$ cat src/rtl/cbc_pkg.sv
package cbc_pkg;
  typedef enum logic [2:0] {
    ST_IDLE,
    ST_TAKE,
    ST_REQ,
    ST_WAIT,
    ST_GIVE
  } cbc_state_e;

  localparam logic DIR_ENC = 1'b0;
  localparam logic DIR_DEC = 1'b1;
endpackage

$ cat src/rtl/cbc_regs.sv
module cbc_regs #(
  parameter int BLK_W = 128
) (
  input  logic             clk_i,
  input  logic             rst_ni,
  input  logic             iv_we_i,
  input  logic [BLK_W-1:0] iv_i,
  input  logic             key_we_i,
  input  logic [BLK_W-1:0] key_i,
  output logic [BLK_W-1:0] iv_o,
  output logic [BLK_W-1:0] key_o
);
  localparam int NREG = 2;

  logic             we   [NREG];
  logic [BLK_W-1:0] wdat [NREG];
  logic [BLK_W-1:0] val_q[NREG];

  assign we[0]   = iv_we_i;
  assign wdat[0] = iv_i;
  assign we[1]   = key_we_i;
  assign wdat[1] = key_i;

  for (genvar g = 0; g < NREG; g++) begin : g_reg
    always_ff @(posedge clk_i or negedge rst_ni) begin
      if (!rst_ni)    val_q[g] <= '0;
      else if (we[g]) val_q[g] <= wdat[g];
    end
  end

  assign iv_o  = val_q[0];
  assign key_o = val_q[1];
endmodule

$ cat src/rtl/cbc_seq.sv
module cbc_seq
  import cbc_pkg::*;
#(
  parameter int LEN_W = 12
) (
  input  logic             clk_i,
  input  logic             rst_ni,
  input  logic             start_i,
  input  logic [LEN_W-1:0] len_i,
  input  logic             dir_i,
  input  logic             en_i,
  input  logic             cont_i,
  input  logic             in_valid_i,
  input  logic             out_ready_i,
  input  logic             req_ready_i,
  input  logic             rsp_valid_i,
  output logic             busy_o,
  output logic             dir_o,
  output logic             en_o,
  output logic             load_iv_o,
  output logic             take_o,
  output logic             rsp_take_o,
  output logic             in_ready_o,
  output logic             out_valid_o,
  output logic             req_valid_o
);
  cbc_state_e       state_q, state_d;
  logic [LEN_W-1:0] left_q;
  logic             dir_q, en_q;
  logic             go;

  assign go          = (state_q == ST_IDLE) && start_i;
  assign load_iv_o   = go && !cont_i;
  assign in_ready_o  = (state_q == ST_TAKE);
  assign take_o      = in_ready_o && in_valid_i;
  assign req_valid_o = (state_q == ST_REQ);
  assign rsp_take_o  = (state_q == ST_WAIT) && rsp_valid_i;
  assign out_valid_o = (state_q == ST_GIVE);
  assign busy_o      = (state_q != ST_IDLE);
  assign dir_o       = dir_q;
  assign en_o        = en_q;

  always_comb begin
    state_d = state_q;
    unique case (state_q)
      ST_IDLE: if (start_i)     state_d = ST_TAKE;
      ST_TAKE: if (in_valid_i)  state_d = en_q ? ST_REQ : ST_GIVE;
      ST_REQ:  if (req_ready_i) state_d = ST_WAIT;
      ST_WAIT: if (rsp_valid_i) state_d = ST_GIVE;
      ST_GIVE: if (out_ready_i) state_d = (left_q == '0) ? ST_IDLE : ST_TAKE;
      default:                  state_d = ST_IDLE;
    endcase
  end

  always_ff @(posedge clk_i or negedge rst_ni) begin
    if (!rst_ni) begin
      state_q <= ST_IDLE;
      left_q  <= '0;
      dir_q   <= DIR_ENC;
      en_q    <= 1'b0;
    end else begin
      state_q <= state_d;
      if (go) begin
        left_q <= len_i;
        dir_q  <= dir_i;
        en_q   <= en_i;
      end else if (out_valid_o && out_ready_i && left_q != '0) begin
        left_q <= left_q - 1'b1;
      end
    end
  end

  assert_one_flight_R7: assert property (@(posedge clk_i) disable iff (!rst_ni)
    in_ready_o |-> !out_valid_o && !req_valid_o);
  assert_out_hold_R7: assert property (@(posedge clk_i) disable iff (!rst_ni)
    out_valid_o && !out_ready_i |=> out_valid_o);
  assert_idle_quiet_R8: assert property (@(posedge clk_i) disable iff (!rst_ni)
    !busy_o |-> !in_ready_o && !out_valid_o && !req_valid_o);
  assert_bypass_noreq_R5: assert property (@(posedge clk_i) disable iff (!rst_ni)
    busy_o && !en_q |-> !req_valid_o);
endmodule

$ cat src/rtl/cbc_chain.sv
module cbc_chain
  import cbc_pkg::*;
#(
  parameter int BLK_W = 128
) (
  input  logic             clk_i,
  input  logic             rst_ni,
  input  logic             load_iv_i,
  input  logic [BLK_W-1:0] iv_i,
  input  logic             take_i,
  input  logic             en_i,
  input  logic             dir_i,
  input  logic [BLK_W-1:0] in_data_i,
  input  logic             rsp_take_i,
  input  logic [BLK_W-1:0] rsp_data_i,
  output logic [BLK_W-1:0] hold_o,
  output logic [BLK_W-1:0] out_o
);
  logic [BLK_W-1:0] chain_q, hold_q, out_q;

  // hold_q: pre-whitened block on encrypt, saved ciphertext on decrypt
  always_ff @(posedge clk_i or negedge rst_ni) begin
    if (!rst_ni) begin
      chain_q <= '0;
      hold_q  <= '0;
      out_q   <= '0;
    end else begin
      if (load_iv_i) chain_q <= iv_i;
      if (take_i) begin
        if (!en_i)                hold_q <= hold_q;
        else if (dir_i == DIR_ENC) hold_q <= in_data_i ^ chain_q;
        else                       hold_q <= in_data_i;
        if (!en_i) out_q <= in_data_i;
      end
      if (rsp_take_i) begin
        if (dir_i == DIR_ENC) begin
          out_q   <= rsp_data_i;
          chain_q <= rsp_data_i;
        end else begin
          out_q   <= rsp_data_i ^ chain_q;
          chain_q <= hold_q;
        end
      end
    end
  end

  assign hold_o = hold_q;
  assign out_o  = out_q;

  assert_enc_chain_R2: assert property (@(posedge clk_i) disable iff (!rst_ni)
    rsp_take_i && dir_i == DIR_ENC |=> out_q == chain_q);
  assert_bypass_chain_R6: assert property (@(posedge clk_i) disable iff (!rst_ni)
    !en_i && !load_iv_i |=> $stable(chain_q));
endmodule

$ cat src/rtl/cbc_chainer.sv
module cbc_chainer #(
  parameter int BLK_W = 128,
  parameter int LEN_W = 12
) (
  input  logic             clk_i,
  input  logic             rst_ni,
  input  logic             iv_we_i,
  input  logic [BLK_W-1:0] iv_i,
  input  logic             key_we_i,
  input  logic [BLK_W-1:0] key_i,
  input  logic             start_i,
  input  logic [LEN_W-1:0] len_i,
  input  logic             dir_i,
  input  logic             en_i,
  input  logic             cont_i,
  output logic             busy_o,
  input  logic             in_valid_i,
  output logic             in_ready_o,
  input  logic [BLK_W-1:0] in_data_i,
  output logic             out_valid_o,
  input  logic             out_ready_i,
  output logic [BLK_W-1:0] out_data_o,
  output logic             cph_req_valid_o,
  input  logic             cph_req_ready_i,
  output logic             cph_req_dir_o,
  output logic [BLK_W-1:0] cph_req_key_o,
  output logic [BLK_W-1:0] cph_req_data_o,
  input  logic             cph_rsp_valid_i,
  input  logic [BLK_W-1:0] cph_rsp_data_i
);
  logic [BLK_W-1:0] iv_q, key_q;
  logic             dir_q, en_q, load_iv, take, rsp_take;

  cbc_regs #(.BLK_W(BLK_W)) u_regs (
    .clk_i    (clk_i),
    .rst_ni   (rst_ni),
    .iv_we_i  (iv_we_i),
    .iv_i     (iv_i),
    .key_we_i (key_we_i),
    .key_i    (key_i),
    .iv_o     (iv_q),
    .key_o    (key_q)
  );

  cbc_seq #(.LEN_W(LEN_W)) u_seq (
    .clk_i       (clk_i),
    .rst_ni      (rst_ni),
    .start_i     (start_i),
    .len_i       (len_i),
    .dir_i       (dir_i),
    .en_i        (en_i),
    .cont_i      (cont_i),
    .in_valid_i  (in_valid_i),
    .out_ready_i (out_ready_i),
    .req_ready_i (cph_req_ready_i),
    .rsp_valid_i (cph_rsp_valid_i),
    .busy_o      (busy_o),
    .dir_o       (dir_q),
    .en_o        (en_q),
    .load_iv_o   (load_iv),
    .take_o      (take),
    .rsp_take_o  (rsp_take),
    .in_ready_o  (in_ready_o),
    .out_valid_o (out_valid_o),
    .req_valid_o (cph_req_valid_o)
  );

  cbc_chain #(.BLK_W(BLK_W)) u_chain (
    .clk_i      (clk_i),
    .rst_ni     (rst_ni),
    .load_iv_i  (load_iv),
    .iv_i       (iv_q),
    .take_i     (take),
    .en_i       (en_q),
    .dir_i      (dir_q),
    .in_data_i  (in_data_i),
    .rsp_take_i (rsp_take),
    .rsp_data_i (cph_rsp_data_i),
    .hold_o     (cph_req_data_o),
    .out_o      (out_data_o)
  );

  assign cph_req_dir_o = dir_q;
  assign cph_req_key_o = key_q;

  assert_req_hold_R9: assert property (@(posedge clk_i) disable iff (!rst_ni)
    cph_req_valid_o && !cph_req_ready_i |=>
      cph_req_valid_o && $stable(cph_req_data_o) && $stable(cph_req_dir_o));
  assert_out_data_hold_R7: assert property (@(posedge clk_i) disable iff (!rst_ni)
    out_valid_o && !out_ready_i |=> $stable(out_data_o));
endmodule

$ cat config.mk
export PLATFORM = sky130hd
export DESIGN_NAME = cbc_chainer
export DESIGN_NICKNAME = d
export VERILOG_FILES = /design/src/rtl/cbc_pkg.sv /design/src/rtl/cbc_regs.sv /design/src/rtl/cbc_seq.sv /design/src/rtl/cbc_chain.sv /design/src/rtl/cbc_chainer.sv
export SDC_FILE = /design/constraint.sdc
export NUM_CORES = 1
export LEC_CHECK = 0
export ABC_CLOCK_PERIOD_IN_PS = 3100
export BUFFER_PORTS_ARGS = -buffer_cell sky130_fd_sc_hd__buf_2
export CAP_MARGIN = 20
export CORE_AREA = 2 2 364 366
export DETAILED_ROUTE_END_ITERATION = 10
export DIE_AREA = 0 0 366 368
export HOLD_SLACK_MARGIN = 0.03
export PLACE_DENSITY_LB_ADDON = 0.25
export SYNTH_ARGS = -nofsm -noshare
export SYNTH_HDL_FRONTEND = slang
export SYNTH_SLANG_ARGS = --single-unit
$ cat constraint.sdc
create_clock -name clk_i -period 3.1 [get_ports clk_i]
set_input_delay 0.62 -clock clk_i [delete_from_list [all_inputs] [get_ports clk_i]]
set_output_delay 0.62 -clock clk_i [all_outputs]
set_load 0.1 [all_outputs]
; After elaboration in Yosys (flattened, before gate mapping)
; Index checks and enable logic that the tools add are counted.
[op_classes]
n_reduce_logical = 17
n_eq_ne = 10
add_sub_neg = 1
bitwise = 2
muxes = 18
[op_table]
columns = cell, n
row1 = $mux W128, 8
row2 = $xor A128 B128 Y128, 2
row3 = $mux W12, 2
row4 = $mux W3, 6
row5 = $pmux W3 S5, 1
row6 = $logic_not A12 Y1, 1
row7 = $reduce_bool A12 Y1, 1
row8 = $sub A12 B1 Y12 const B, 1
row9 = $ne A2 B2 Y1 const B, 5
row10 = $eq A3 B2 Y1 const B, 2
row11 = $logic_and A1 B1 Y1, 6
row12 = $reduce_bool A2 Y1, 3
row13 = $reduce_and A5 Y1, 1
row14 = $reduce_and A2 Y1, 2
row15 = $eq A3 B1 Y1 const B, 1
row16 = $eq A3 B3 Y1 const B, 1
row17 = $logic_not A3 Y1, 1
row18 = $reduce_bool A3 Y1, 1
row19 = $ne A2 B1 Y1 const B, 1
row20 = $logic_not A1 Y1, 1
row21 = $mux W1, 1
[totals]
elab_cells = 57
out_inout_bits = 389
register_bits = 657
input_bits = 536

; Longest topological paths before layout
[logic_depth]
depth_word = 5
depth_mapped = 9
depth_no_buf = 6

; Hierarchy
; From an unflattened synthesis, not the netlist that was laid out.
[unflattened]
hier_cells = 2740
hier_area_um2 = 32155.8
[modules_own_cells]
columns = module, instances, cells_per_inst, seq_area_each_um2, area_per_inst_um2
row1 = cbc_chain, 1, 2079, 9609.2, 21446.8
row2 = cbc_regs, 1, 540, 6406.1, 9644.2
row3 = cbc_seq, 1, 121, 425.4, 1064.8

; Worst setup path after synthesis
; OpenSTA, ideal clock, no wires.
[synth_timing]
path_type = reg-to-reg
start = reg u_seq.state_q[0]
end = reg u_chain.out_q[46], in the netlist u_chain.out_o[46]
slack_ps = -995
path_stages_with_launch = 8
setup_time_ps = 133
synth_period_minus_slack_ps = 4095
required_ps = 2967
t_arrival_ps = 3962
path_buffers = 3
path_cell_list = dfrtp_1 nor3b_1 a31oi_1 buf_2 buf_2 clkbuf_1 nand2_1 o21ai_0
[synth_between]
elab_chain_len = 4
word_cells_on_any_way = 8
classes_between = 3 x eq/ne / 1 x mux / 4 x reduce/logical
[synth_lines]
columns = element, line_no
row1 = start: declaration, cbc_seq.sv:27  ; cbc_state_e state_q, state_d;
row2 = start signal: assignment, cbc_seq.sv:62  ; state_q <= state_d;
row3 = $eq A3 B1 Y1, cbc_seq.sv:34  ; assign in_ready_o = (state_q == ST_TAKE);
row4 = net in_ready_o, cbc_chainer.sv:18  ; output logic in_ready_o,
row5 = $logic_and A1 B1 Y1, cbc_seq.sv:35  ; assign take_o = in_ready_o && in_valid_i;
row6 = $reduce_bool A2 Y1 (no source line), -
row7 = $reduce_and A2 Y1 (no source line), -
row8 = end signal: assignment, cbc_chain.sv:33  ; if (!en_i) out_q <= in_data_i;
row9 = end signal: assignment, cbc_chain.sv:37  ; out_q <= rsp_data_i;
row10 = end signal: assignment, cbc_chain.sv:40  ; out_q <= rsp_data_i ^ chain_q;
row11 = end: declaration, cbc_chain.sv:19  ; logic [BLK_W-1:0] chain_q, hold_q, out_q;
; The timed path passes the listed nets, and every way through them passes these cells.
; A chain may end at the register's enable or synchronous reset.

; Worst setup path after layout
[layout_timing]
start = reg u_seq.state_q[0]
end = out in_ready_o
[layout_between]
elab_chain_len = 1
[layout_lines]
columns = element, line_no
row1 = $eq A3 B1 Y1, cbc_seq.sv:34
row2 = end: declaration, cbc_chainer.sv:18
; Every way passes these cells.

==> impl_metrics.yaml <==
run_status:
  outcome: "finished, final reports clean"
routing:
  dr.first_iter.drc_count: 1346
  wirelength_um: 125700
  wire_per_inst_um: 21.80
  dr.pass1.iters: 6
  post_drt_via_cell_ratio: 4.407
  vias: 25410
  drc: 0
  antenna_left: 0
setup_path:
  worstPathArrival_ns: 2.20
  end_kind: "primary output"
  required_ns: 2.48
  startpoint_type: "flop"
  cp_max_fo: 16
  critPathKind: "reg -> out"
  r2r_cells: 5
layout:
  drive_above_1_share: 0.3614
  final_cell_mix: "921 x buf_2, 656 x dfrtp_1, 402 x nand2_1"
  seqCellArea_um2: 16440
  multi_input_area_um2: 14140
  fin_util: 0.3173
  area_growth_pct: 32.22
  final_nets: 4468
  layout_commonest_cell: "buf_2"
  final_cells: 5767
  fillers: 13870
floorplanning:
  start_util: 0.2400
  die_w_um: 366
  die_y_um: 368
  ios: 925
  num_rows: 133
  core_area_um2: 130800
  die_area_um2: 134700
power:
  vdd_drop_max_uv: 820.7
  p_leak_uw: 0.01846
  power_uw: 49830
  powerDensity_nw_per_um2: 1200
clock_tree:
  clockRootBuffer: "clkbuf_16"
  insertion_delay_ns: 0.67
  cts.htree.levels: 3
  holdBufCountCts: 1
  cts_tree: "built"
  clockBufferDepth: 3
  cts_setup_buffers: 0
  cts_resized: 0
  clkTransAtPathRegs_ns: 0.06
  cts_buffers: 85
  clock-sinks: 657
logic_synthesis:
  synth.distinct_cells: 49
  synth-main-ff-cell: "dfrtp_1"
  syn_inst: 3014
  synth-edff-count: 0
  yosys_warnings: 0
  synth_top_area_share: 0.5237
  ys_ff_latch: 657
  synth_area_leader_cell: "dfrtp_1"
  async_flop_share: 1.000
  synth.area.top_cells: "dfrtp_1 52%, mux2_2 9.2%, mux2i_1 8.2%, xnor2_1 7.1%, nand2_1 4.8%"
  ys_seq_area_frac: 0.5237
  synth_area_um2: 31390
  syn_nets: 3552
  synth.avg_cell_area_um2: 10.42
sta:
  period_needed_ns: 2.822
  drv_slew: 0
  max_freq_ghz: 0.3543
  skew_ns: 0.02951
  min_period_over_period: 0.9105
  rsz0062_at_grt: "no"
  fin_setup_tns_ns: 0
  setup_viol: 0
  fin_ws_ns: 0.2776
  worstMarginPinSlew_ns: 0.7990
  hold_viol: 0
  relSlewSlack: 0.4674
global_routing:
  grt_first_pass_wirelength_um: 181600
  grt_use_met1: 0.2429
  overflow: 0
  busiest_layer: "met2"
  grt_usage: 0.1822
  first_global_vias: 25280
  antenna_found_initial: 49
  global_route.usage.met2: 0.2993
  met3_usage: 0.04027
  grt_max_degree: 103
worst_hold_path:
  hp-class: "in -> reg"
  min_path_cells: 3
place:
  place_ws_ns: 0.6899
  dp_cells: 5597
  dp_hpwl_um: 96820
  io_buffer_count: 924
  finalWeightedCongestion: 0.8945
flow_run:
  cap_violations: 0
==> routing by layer <==
layer / part of all wire / vias up
li1: - / 12030
met1: 0.45 / 12500
met2: 0.47 / 678
met3: 0.052 / 184
met4: 0.023 / 18
met5: 0.00082 / -
==> stage by stage <==
stage / cell area (µm²) / hold WS [ns]
after floorplan: 31400 / 0.3244
after detailed placement: 38570 / 0.4657
after CTS: 41480 / 0.07132
after global placement: 38570 / 0.4584
after global routing: 41500 / 0.09933
final: 41510 / 0.1425
==> state kept, by name, summed over array words and instances (netlist names) <==
register	cells
u_chain.chain_q	128
u_chain.hold_o	128
u_chain.out_o	128
u_regs.iv_o	128
u_regs.key_o	128
u_seq.left_q	12
u_seq.state_q	3
u_seq.dir_o	1
u_seq.en_o	1
==> final timing paths <==
kind                               startpoint             endpoint  slack, ns
min                                     dir_i          u_seq.dir_o       0.14
max in group asynchronous              rst_ni      u_regs.iv_o[96]       1.48
max reg2reg                  u_seq.state_q[0]  u_chain.chain_q[85]       0.76
max                          u_seq.state_q[0]           in_ready_o       0.28
min reg2reg                u_chain.out_o[117]   u_chain.out_o[117]       0.47
min in group asynchronous              rst_ni   u_chain.out_o[124]       0.60
==> worst max-delay path, stage by stage (launching register included) <==
cell and delay, ns:
dfrtp_1 0.62, nor3b_2 0.40, buf_2 0.50
==> cell type report <==
cell class,count,share of cell area
Sequential cell,657,0.3962
Multi-Input combinational cell,2148,0.3406
Timing Repair Buffer,1035,0.1395
Clock buffer,129,0.06125
Tap cell,1755,0.05290
Clock inverter,29,0.008591
Antenna cell,11,0.0006632
Inverter,3,0.0002713
==> Yosys cell counts (all sizes together) (4+ instances only) <==
master / n
dfrtp: 657
nand2: 402
nor2: 265
o21ai: 262
a21oi: 260
mux2: 257
mux2i: 256
xnor2: 256
clkbuf: 168
nor2b: 128
buf: 38
nand3: 8
or4: 6
a31oi: 5
o211ai: 4
or3: 4
or4b: 4
==> cell families after synthesis <==
kind of cell,after synthesis,share of synthesized area
AOI/OAI and AO/OA,542,0.08800
xor gates and xnor gates,256,0.07142
adders and majority gates,2,0.0007970
buffers and inverters,209,0.02750
DFF,657,0.5237
muxes,513,0.1738
and+or+nand+nor,835,0.1147
==> where the power goes <==
part | total (µW) | switching (µW) | internal, µW
Clock | 10200 | 4160 | 6050
Combinational | 25800 | 20100 | 5680
Sequential | 13800 | 2390 | 11400
Power figures use the tool's default switching activity.
